<file path="src/rtl/csma_retry_pkg.sv">
package csma_retry_pkg;

  typedef enum logic [2:0] {
    PH_IDLE,
    PH_PRE,
    PH_DATA,
    PH_JAM,
    PH_BACKOFF
  } txPhase_e;

  // strobes from the control FSM to the counters
  typedef struct packed {
    logic clrBit;
    logic cntEn;
    logic cntBackoff;
    logic clrCol;
    logic incCol;
    logic loadBackoff;
    logic decSlot;
  } dpCtl_s;

endpackage

</file>
<file path="src/rtl/csma_retry_dp.sv">
module csma_retry_dp
  import csma_retry_pkg::*;
#(
  parameter int PRE_BITS     = 64,
  parameter int SLOT_BITS    = 512,
  parameter int JAM_BITS     = 32,
  parameter int MAX_ATTEMPTS = 16,
  parameter int BACKOFF_CAP  = 10,
  parameter logic [15:0] LFSR_SEED = 16'hACE1
) (
  input  logic   clk,
  input  logic   rstN,
  input  logic   bitTick,
  input  logic   crsIn,
  input  logic   modBackoff,
  input  dpCtl_s ctl,
  output logic   preDone,
  output logic   jamDone,
  output logic   slotTick,
  output logic   slotZero,
  output logic   isLate,
  output logic [$clog2(MAX_ATTEMPTS+1)-1:0] colCnt
);

  localparam int MAX_AB = (SLOT_BITS > PRE_BITS) ? SLOT_BITS : PRE_BITS;
  localparam int MAXB   = (MAX_AB > JAM_BITS) ? MAX_AB : JAM_BITS;
  localparam int BIT_W  = $clog2(MAXB + 1);
  localparam int COL_W  = $clog2(MAX_ATTEMPTS + 1);
  localparam int LFSR_W = 16;

  logic [BIT_W-1:0]       bitCnt;
  logic [BACKOFF_CAP-1:0] slotLeft;
  logic [BACKOFF_CAP-1:0] boMask;
  logic [LFSR_W-1:0]      lfsr;
  logic                   eligible;
  int                     kSel;

  // a tick counts unless the backoff is paused by carrier
  assign eligible = bitTick && ctl.cntEn && !(ctl.cntBackoff && modBackoff && crsIn);

  always_ff @(posedge clk or negedge rstN) begin
    if (!rstN) begin
      bitCnt <= '0;
    end else if (ctl.clrBit) begin
      bitCnt <= '0;
    end else if (eligible && (bitCnt != BIT_W'(MAXB))) begin
      bitCnt <= bitCnt + 1'b1;
    end
  end

  assign preDone  = bitTick && (bitCnt == BIT_W'(PRE_BITS - 1));
  assign jamDone  = bitTick && (bitCnt == BIT_W'(JAM_BITS - 1));
  assign slotTick = eligible && (bitCnt == BIT_W'(SLOT_BITS - 1));
  assign isLate   = (bitCnt >= BIT_W'(SLOT_BITS));

  always_ff @(posedge clk or negedge rstN) begin
    if (!rstN) begin
      colCnt <= '0;
    end else if (ctl.clrCol) begin
      colCnt <= '0;
    end else if (ctl.incCol && (colCnt != COL_W'(MAX_ATTEMPTS))) begin
      colCnt <= colCnt + 1'b1;
    end
  end

  // free-running maximal-length LFSR, x^16+x^14+x^13+x^11+1
  always_ff @(posedge clk or negedge rstN) begin
    if (!rstN) begin
      lfsr <= LFSR_SEED;
    end else begin
      lfsr <= {lfsr[LFSR_W-2:0], lfsr[15] ^ lfsr[13] ^ lfsr[12] ^ lfsr[10]};
    end
  end

  // window exponent k = min(n, cap)
  always_comb begin
    kSel   = (colCnt > COL_W'(BACKOFF_CAP)) ? BACKOFF_CAP : int'(colCnt);
    boMask = BACKOFF_CAP'((1 << kSel) - 1);
  end

  always_ff @(posedge clk or negedge rstN) begin
    if (!rstN) begin
      slotLeft <= '0;
    end else if (ctl.loadBackoff) begin
      slotLeft <= lfsr[BACKOFF_CAP-1:0] & boMask;
    end else if (ctl.decSlot && (slotLeft != '0)) begin
      slotLeft <= slotLeft - 1'b1;
    end
  end

  assign slotZero = (slotLeft == '0);

  // a freshly drawn backoff never exceeds the window of this retry
  a_r4_slot_bound: assert property (@(posedge clk) disable iff (!rstN)
    $past(ctl.loadBackoff) |-> (slotLeft <= $past(boMask)));

  // paused ticks leave the slot position untouched
  a_r9_pause_hold: assert property (@(posedge clk) disable iff (!rstN)
    (ctl.cntBackoff && modBackoff && crsIn && !ctl.clrBit) |=> $stable(bitCnt));

  // collision count never passes the attempt limit
  a_r6_col_limit: assert property (@(posedge clk) disable iff (!rstN)
    colCnt <= COL_W'(MAX_ATTEMPTS));

endmodule

</file>
<file path="src/rtl/csma_retry_fsm.sv">
module csma_retry_fsm
  import csma_retry_pkg::*;
#(
  parameter int MAX_ATTEMPTS = 16
) (
  input  logic   clk,
  input  logic   rstN,
  input  logic   frameReq,
  input  logic   frameEnd,
  input  logic   colIn,
  input  logic   retryDisable,
  input  logic   preDone,
  input  logic   jamDone,
  input  logic   slotTick,
  input  logic   slotZero,
  input  logic   isLate,
  input  logic [$clog2(MAX_ATTEMPTS+1)-1:0] colCnt,
  output dpCtl_s ctl,
  output logic   txAbort,
  output logic   jamActive,
  output logic   retryReq,
  output logic   doneValid,
  output logic   statOne,
  output logic   statMore,
  output logic   statRetryErr,
  output logic   statLateCol
);

  localparam int COL_W = $clog2(MAX_ATTEMPTS + 1);

  txPhase_e phase, phaseN;
  logic colPend, colPendN;
  logic lateHit, lateHitN;
  logic abortN, jamN, retryN, doneN, oneN, moreN, errN, lateN;

  always_comb begin
    ctl      = '0;
    phaseN   = phase;
    colPendN = colPend;
    lateHitN = lateHit;
    abortN   = 1'b0;
    jamN     = jamActive;
    retryN   = 1'b0;
    doneN    = 1'b0;
    oneN     = 1'b0;
    moreN    = 1'b0;
    errN     = 1'b0;
    lateN    = 1'b0;
    case (phase)
      PH_IDLE: begin
        if (frameReq) begin
          ctl.clrBit = 1'b1;
          ctl.clrCol = 1'b1;
          colPendN   = 1'b0;
          phaseN     = PH_PRE;
        end
      end
      PH_PRE: begin
        ctl.cntEn = 1'b1;
        if (colIn) colPendN = 1'b1;
        if (preDone) begin
          ctl.clrBit = 1'b1;
          if (colPend || colIn) begin
            ctl.incCol = 1'b1;
            abortN     = 1'b1;
            jamN       = 1'b1;
            lateHitN   = 1'b0;
            phaseN     = PH_JAM;
          end else begin
            phaseN = PH_DATA;
          end
        end
      end
      PH_DATA: begin
        ctl.cntEn = 1'b1;
        if (colIn) begin
          ctl.clrBit = 1'b1;
          ctl.incCol = 1'b1;
          abortN     = 1'b1;
          jamN       = 1'b1;
          lateHitN   = isLate;
          phaseN     = PH_JAM;
        end else if (frameEnd) begin
          doneN  = 1'b1;
          oneN   = (colCnt == COL_W'(1));
          moreN  = (colCnt >= COL_W'(2));
          phaseN = PH_IDLE;
        end
      end
      PH_JAM: begin
        ctl.cntEn = 1'b1;
        if (jamDone) begin
          ctl.clrBit = 1'b1;
          jamN       = 1'b0;
          if (lateHit) begin
            doneN  = 1'b1;
            lateN  = 1'b1;
            oneN   = (colCnt == COL_W'(2));
            moreN  = (colCnt >= COL_W'(3));
            phaseN = PH_IDLE;
          end else if (retryDisable || (colCnt == COL_W'(MAX_ATTEMPTS))) begin
            doneN  = 1'b1;
            errN   = 1'b1;
            phaseN = PH_IDLE;
          end else begin
            ctl.loadBackoff = 1'b1;
            phaseN          = PH_BACKOFF;
          end
        end
      end
      PH_BACKOFF: begin
        ctl.cntEn      = 1'b1;
        ctl.cntBackoff = 1'b1;
        if (slotZero) begin
          ctl.clrBit = 1'b1;
          retryN     = 1'b1;
          colPendN   = 1'b0;
          phaseN     = PH_PRE;
        end else if (slotTick) begin
          ctl.clrBit  = 1'b1;
          ctl.decSlot = 1'b1;
        end
      end
      default: phaseN = PH_IDLE;
    endcase
  end

  always_ff @(posedge clk or negedge rstN) begin
    if (!rstN) begin
      phase        <= PH_IDLE;
      colPend      <= 1'b0;
      lateHit      <= 1'b0;
      txAbort      <= 1'b0;
      jamActive    <= 1'b0;
      retryReq     <= 1'b0;
      doneValid    <= 1'b0;
      statOne      <= 1'b0;
      statMore     <= 1'b0;
      statRetryErr <= 1'b0;
      statLateCol  <= 1'b0;
    end else begin
      phase        <= phaseN;
      colPend      <= colPendN;
      lateHit      <= lateHitN;
      txAbort      <= abortN;
      jamActive    <= jamN;
      retryReq     <= retryN;
      doneValid    <= doneN;
      statOne      <= oneN;
      statMore     <= moreN;
      statRetryErr <= errN;
      statLateCol  <= lateN;
    end
  end

  // at most one event pulse per cycle
  a_r10_pulse_onehot: assert property (@(posedge clk) disable iff (!rstN)
    $onehot0({txAbort, retryReq, doneValid}));

  // the jam is always opened by an abort
  a_r3_jam_after_abort: assert property (@(posedge clk) disable iff (!rstN)
    $rose(jamActive) |-> txAbort);

  // single and multiple retry flags exclude each other
  a_r5_flags_excl: assert property (@(posedge clk) disable iff (!rstN)
    doneValid |-> !(statOne && statMore));

  // a retry error reports nothing else
  a_r7_err_alone: assert property (@(posedge clk) disable iff (!rstN)
    (doneValid && statRetryErr) |-> (!statOne && !statMore && !statLateCol));

  // a late-collision report always follows a jam
  a_r8_late_after_jam: assert property (@(posedge clk) disable iff (!rstN)
    (doneValid && statLateCol) |-> $past(jamActive));

  // a retry is never requested while jamming
  a_r4_retry_not_jam: assert property (@(posedge clk) disable iff (!rstN)
    retryReq |-> !jamActive);

endmodule

</file>
<file path="src/rtl/csma_retry_ctrl.sv">
module csma_retry_ctrl
  import csma_retry_pkg::*;
#(
  parameter int PRE_BITS     = 64,
  parameter int SLOT_BITS    = 512,
  parameter int JAM_BITS     = 32,
  parameter int MAX_ATTEMPTS = 16,
  parameter int BACKOFF_CAP  = 10
) (
  input  logic clk,
  input  logic rstN,
  input  logic bitTick,
  input  logic frameReq,
  input  logic frameEnd,
  input  logic colIn,
  input  logic crsIn,
  input  logic retryDisable,
  input  logic modBackoff,
  output logic txAbort,
  output logic jamActive,
  output logic retryReq,
  output logic doneValid,
  output logic statOne,
  output logic statMore,
  output logic statRetryErr,
  output logic statLateCol
);

  localparam int COL_W = $clog2(MAX_ATTEMPTS + 1);

  dpCtl_s           ctl;
  logic             preDone, jamDone, slotTick, slotZero, isLate;
  logic [COL_W-1:0] colCnt;

  csma_retry_dp #(
    .PRE_BITS    (PRE_BITS),
    .SLOT_BITS   (SLOT_BITS),
    .JAM_BITS    (JAM_BITS),
    .MAX_ATTEMPTS(MAX_ATTEMPTS),
    .BACKOFF_CAP (BACKOFF_CAP)
  ) u_dp (
    .clk       (clk),
    .rstN      (rstN),
    .bitTick   (bitTick),
    .crsIn     (crsIn),
    .modBackoff(modBackoff),
    .ctl       (ctl),
    .preDone   (preDone),
    .jamDone   (jamDone),
    .slotTick  (slotTick),
    .slotZero  (slotZero),
    .isLate    (isLate),
    .colCnt    (colCnt)
  );

  csma_retry_fsm #(
    .MAX_ATTEMPTS(MAX_ATTEMPTS)
  ) u_fsm (
    .clk         (clk),
    .rstN        (rstN),
    .frameReq    (frameReq),
    .frameEnd    (frameEnd),
    .colIn       (colIn),
    .retryDisable(retryDisable),
    .preDone     (preDone),
    .jamDone     (jamDone),
    .slotTick    (slotTick),
    .slotZero    (slotZero),
    .isLate      (isLate),
    .colCnt      (colCnt),
    .ctl         (ctl),
    .txAbort     (txAbort),
    .jamActive   (jamActive),
    .retryReq    (retryReq),
    .doneValid   (doneValid),
    .statOne     (statOne),
    .statMore    (statMore),
    .statRetryErr(statRetryErr),
    .statLateCol (statLateCol)
  );

endmodule

</file>
<file path="config.mk">
export PLATFORM = sky130hd
export DESIGN_NAME = csma_retry_ctrl
export DESIGN_NICKNAME = d
export VERILOG_FILES = /design/src/rtl/csma_retry_pkg.sv /design/src/rtl/csma_retry_dp.sv /design/src/rtl/csma_retry_fsm.sv /design/src/rtl/csma_retry_ctrl.sv
export SDC_FILE = /design/constraint.sdc
export NUM_CORES = 1
export LEC_CHECK = 0
export BUFFER_PORTS_ARGS = -buffer_cell sky130_fd_sc_hd__buf_4
export CAP_MARGIN = 20
export CELL_PAD_IN_SITES_DETAIL_PLACEMENT = 1
export CELL_PAD_IN_SITES_GLOBAL_PLACEMENT = 1
export CORE_MARGIN = 2
export CORE_UTILIZATION = 33
export CTS_CLUSTER_SIZE = 40
export DETAILED_ROUTE_END_ITERATION = 12
export PLACE_DENSITY_LB_ADDON = 0.05
export SKIP_CTS_REPAIR_TIMING = 1
export SLEW_MARGIN = 5
export SYNTH_ARGS = -nofsm -noshare
export SYNTH_HDL_FRONTEND = slang
export SYNTH_SLANG_ARGS = --single-unit
</file>
<file path="constraint.sdc">
create_clock -name clk -period 1.95 [get_ports clk]
set_input_delay 0.195 -clock clk [delete_from_list [all_inputs] [get_ports clk]]
set_output_delay 0.195 -clock clk [all_outputs]
set_load 0.005 [all_outputs]
</file>
==> results.json <==
{
  "run_status": "finished with violations",
  "violations": "negative setup slack",
  "reg2reg_to": "u_fsm.colPend",
  "ioPinCount": 17,
  "holdWs_ns": 0.183,
  "critPathMaxFanout": 5,
  "end_kind": "flop",
  "p_leak_nw": 1.80,
  "path_cells": "inv_2, ha_4, or4b_4, nor4_4, buf_6, buf_4, a21oi_4, buf_4, o21a_1",
  "synth_cell_type_count": 56,
  "p_per_area_nw_per_um2": 578,
  "clk_path_buf_depth": 2,
  "grt_pass1_wl_um": 13500,
  "maxCapViolCount": 0,
  "period_minus_slack_ns": 2.04,
  "ys.flop_type": "dfrtp_1",
  "cp_slowest_cell": "or4b_4",
  "worst_pin_slew_ns": 0.698,
  "hold_end": "u_fsm.statRetryErr",
  "dieWidth_um": 98.1,
  "crit_family": "simple AND/OR/NAND/NOR gates",
  "die-area_um2": 9630,
  "finalCritPeriodShare_pct": 105,
  "clk_pin_slew_worst_paths_ns": 0.11,
  "final_cell_area_um2": 4110,
  "yosysSeqAreaShare_pct": 46.6,
  "gr-total-overflow": 0,
  "numClockSinks": 54,
  "layout-drive-gt1-share_pct": 39.8,
  "rrSetupSlack_ns": -0.09,
  "slowest_delay_ns": 0.49,
  "worst_clock_skew_ns": 0.00939,
  "syn_nets": 312,
  "drc": 0,
  "clk_latency_ns": 0.31,
  "nNetsFinal": 399,
  "start_util_pct": 33.9,
  "slew_violations": 0,
  "cts_max_level": 2,
  "cts_root_buf": "clkbuf_8",
  "synthArstFlopShare_pct": 100,
  "vias_per_cell": 5.20,
  "yosysWarnings": 0,
  "antenna_found_initial": 0,
  "startpoint_type": "flop",
  "wl_per_cell_um": 17.6,
  "cp.required_ns": 2.16,
  "core-area_um2": 8640,
  "vdd_drop_max_mv": 0.301,
  "first_global_vias": 2662,
  "finalSetupViolCount": 18,
  "placementRows": 34,
  "worst_ep_arrival_time_ns": 2.25,
  "antenna_left": 0,
  "gp_congestion": 0.812,
  "setup_slack_ns": -0.0917,
  "ys_seq_elements": 54,
  "portBuffers": 16,
  "insertedDiodeCount": 0,
  "finalHoldViolCount": 0,
  "hold_path.class": "input port to flop",
  "crit_top_cell": "buf_4",
  "grt_max_degree": 55,
  "reg2reg_from": "u_dp.slotLeft[0]",
  "fmax_mhz": 490,
  "relSlewSlack_pct": 53.5,
  "syn_inst": 296,
  "post_dp_cell_area_um2": 3650,
  "critPathKind": "flop to flop",
  "cts_tree": "built",
  "grt_usage_pct": 17.4,
  "first_pass_iters": 4,
  "vias": 2559,
  "drtIter0Drc": 51,
  "syn_avg_cell_area_um2": 9.88,
  "synth_area_um2": 2920,
  "hold_depth": 3,
  "hpwl_um": 6150,
  "rr_worst_depth": 9,
  "fin_total_pwr_mw": 2.38,
  "drt_wl_total_um": 8680,
  "synth_edf_count": 0,
  "cts-buffers-inserted": 5,
  "worst-path-buf-inv": 4,
  "syn2layout_area_growth_pct": 40.6,
  "die_h_um": 98.1,
  "rsz0062_at_grt": "true",
  "path_depth": 9,
  "hold_start": "retryDisable"
}
report_power, final:
group          switching [mW]  total, mW  internal, mW
combinational           0.238      0.485         0.246
clock                   0.397      0.652         0.255
sequential             0.0653       1.24          1.18
total                   0.701       2.38          1.68
registers in the layout, summed over array words and instances, names as in the netlist:
| name | count |
|---|---|
| u_dp.slotLeft | 10 |
| u_fsm.retryReq | 1 |
| u_fsm.statOne | 1 |
| u_fsm.jamActive | 1 |
| u_fsm.phase | 3 |
| u_fsm.txAbort | 1 |
| u_fsm.colPend | 1 |
| u_dp.colCnt | 5 |
| u_fsm.doneValid | 1 |
| u_fsm.statMore | 1 |
| u_fsm.statLateCol | 1 |
| u_fsm.lateHit | 1 |
| u_fsm.statRetryErr | 1 |
| u_dp.lfsr | 16 |
| u_dp.bitCnt | 10 |
worst min-delay path: stages:
cell,delay (ns)
buf_4,0.11
nor2_1,0.10
nor3_1,0.05
cell type report:
class                      instances  area, um2
fill                             984       4520
multi-input combinational        219       1770
sequential                        54       1360
timing repair buffer              93        716
tap                              108        135
clock buffer                       5       68.8
inverter                          10       37.5
clock inverter                     3       18.8
worst max path at each step:
stage / start / slack (ns) / to
after floorplan: u_dp.slotLeft[0] / -0.06 / u_dp.slotLeft[1]
after global placement: u_dp.bitCnt[1] / -0.13 / u_dp.slotLeft[2]
after detailed placement: u_dp.slotLeft[0] / -0.19 / u_dp.slotLeft[5]
after CTS: u_dp.slotLeft[0] / -0.20 / u_dp.slotLeft[5]
after global routing: u_dp.slotLeft[0] / -0.18 / u_dp.slotLeft[1]
final: u_dp.slotLeft[0] / -0.09 / u_fsm.colPend
stage by stage:
step / setup slack, ns / utilization (%) / setup TNS (ns) / cells
floorplan: -0.0634 / - / -0.731 / 296
global placement: -0.131 / 42.3 / -1.72 / 473
detailed placement: -0.189 / 42.3 / -2.64 / 473
CTS: -0.195 / 43.3 / -3.31 / 481
global route: -0.181 / 47.6 / -3.04 / 492
finish: -0.0917 / 47.6 / -1.06 / 492
per-layer routing:
layer	track usage (%)	vias to the layer above	share of wire [%]
met5	0	-	0
met4	4.85	0	1.6
met1	23.2	1283	46
li1	-	1246	-
met2	29.3	22	50
met3	2.86	8	1.8
cells by family (layout without fill, tap and decap cells):
| family | count (synthesis) | in the layout | share of synthesized area, % |
|---|---|---|---|
| AOI/OAI and AO/OA | 60 | 61 | 13.8 |
| xor gates and xnor gates | 20 | 20 | 5.99 |
| adders and majority gates | 7 | 7 | 3.00 |
| buffers and inverters | 24 | 111 | 3.21 |
| DFF | 54 | 54 | 46.6 |
| muxes | 4 | 4 | 1.54 |
| and+or+nand+nor | 127 | 127 | 25.9 |
placed cells by master (no fill, tap or decap), drive strengths merged, types with 5 or more instances in the layout:
| cell | synthesis | layout |
|---|---|---|
| a21oi | 13 | 13 |
| buf | 3 | 92 |
| clkbuf | 11 | 5 |
| dfrtp | 46 | 46 |
| dfstp | 8 | 8 |
| ha | 7 | 7 |
| inv | 10 | 11 |
| nand2 | 16 | 16 |
| nand3 | 16 | 16 |
| nor2 | 27 | 27 |
| nor3 | 7 | 7 |
| nor4 | 7 | 7 |
| nor4b | 5 | 5 |
| o211ai | 6 | 7 |
| o21a | 5 | 5 |
| o21ai | 16 | 16 |
| or3 | 10 | 10 |
| xnor2 | 10 | 10 |
| xor2 | 10 | 10 |
Yosys cell counts, types with 2 or more instances:
| master | count | share of area [%] |
|---|---|---|
| dfrtp_1 | 46 | 39 |
| nor2_1 | 27 | 3.5 |
| nand2_1 | 16 | 2.1 |
| nand3_1 | 16 | 2.7 |
| o21ai_0 | 14 | 2.4 |
| a21oi_1 | 13 | 2.2 |
| clkbuf_1 | 11 | 1.4 |
| inv_1 | 10 | 1.3 |
| or3_1 | 10 | 2.1 |
| xnor2_1 | 10 | 3.0 |
| xor2_1 | 10 | 3.0 |
| dfstp_2 | 8 | 7.2 |
| ha_1 | 7 | 3.0 |
| nor3_1 | 7 | 1.2 |
| nor4b_1 | 5 | 1.5 |
| o211ai_1 | 5 | 1.3 |
| o21a_1 | 5 | 1.3 |
| and2_1 | 4 | 0.86 |
| nand2b_1 | 4 | 0.86 |
| nand3b_1 | 4 | 1.0 |
| nor2b_1 | 4 | 0.86 |
| nor4_1 | 4 | 0.86 |
| or4_1 | 4 | 1.0 |
| and3_1 | 3 | 0.64 |
| buf_2 | 3 | 0.51 |
| mux2i_1 | 3 | 1.0 |
| o22ai_1 | 3 | 0.64 |
| o31ai_1 | 3 | 0.77 |
| or3b_1 | 3 | 0.90 |
| and4_1 | 2 | 0.60 |
| nand4_1 | 2 | 0.43 |
| nor3b_1 | 2 | 0.51 |
| nor4_4 | 2 | 1.5 |
| o21bai_1 | 2 | 0.51 |
| o221ai_1 | 2 | 0.60 |
| or2_2 | 2 | 0.43 |
No activity file was read; power rests on OpenSTA's default activity.
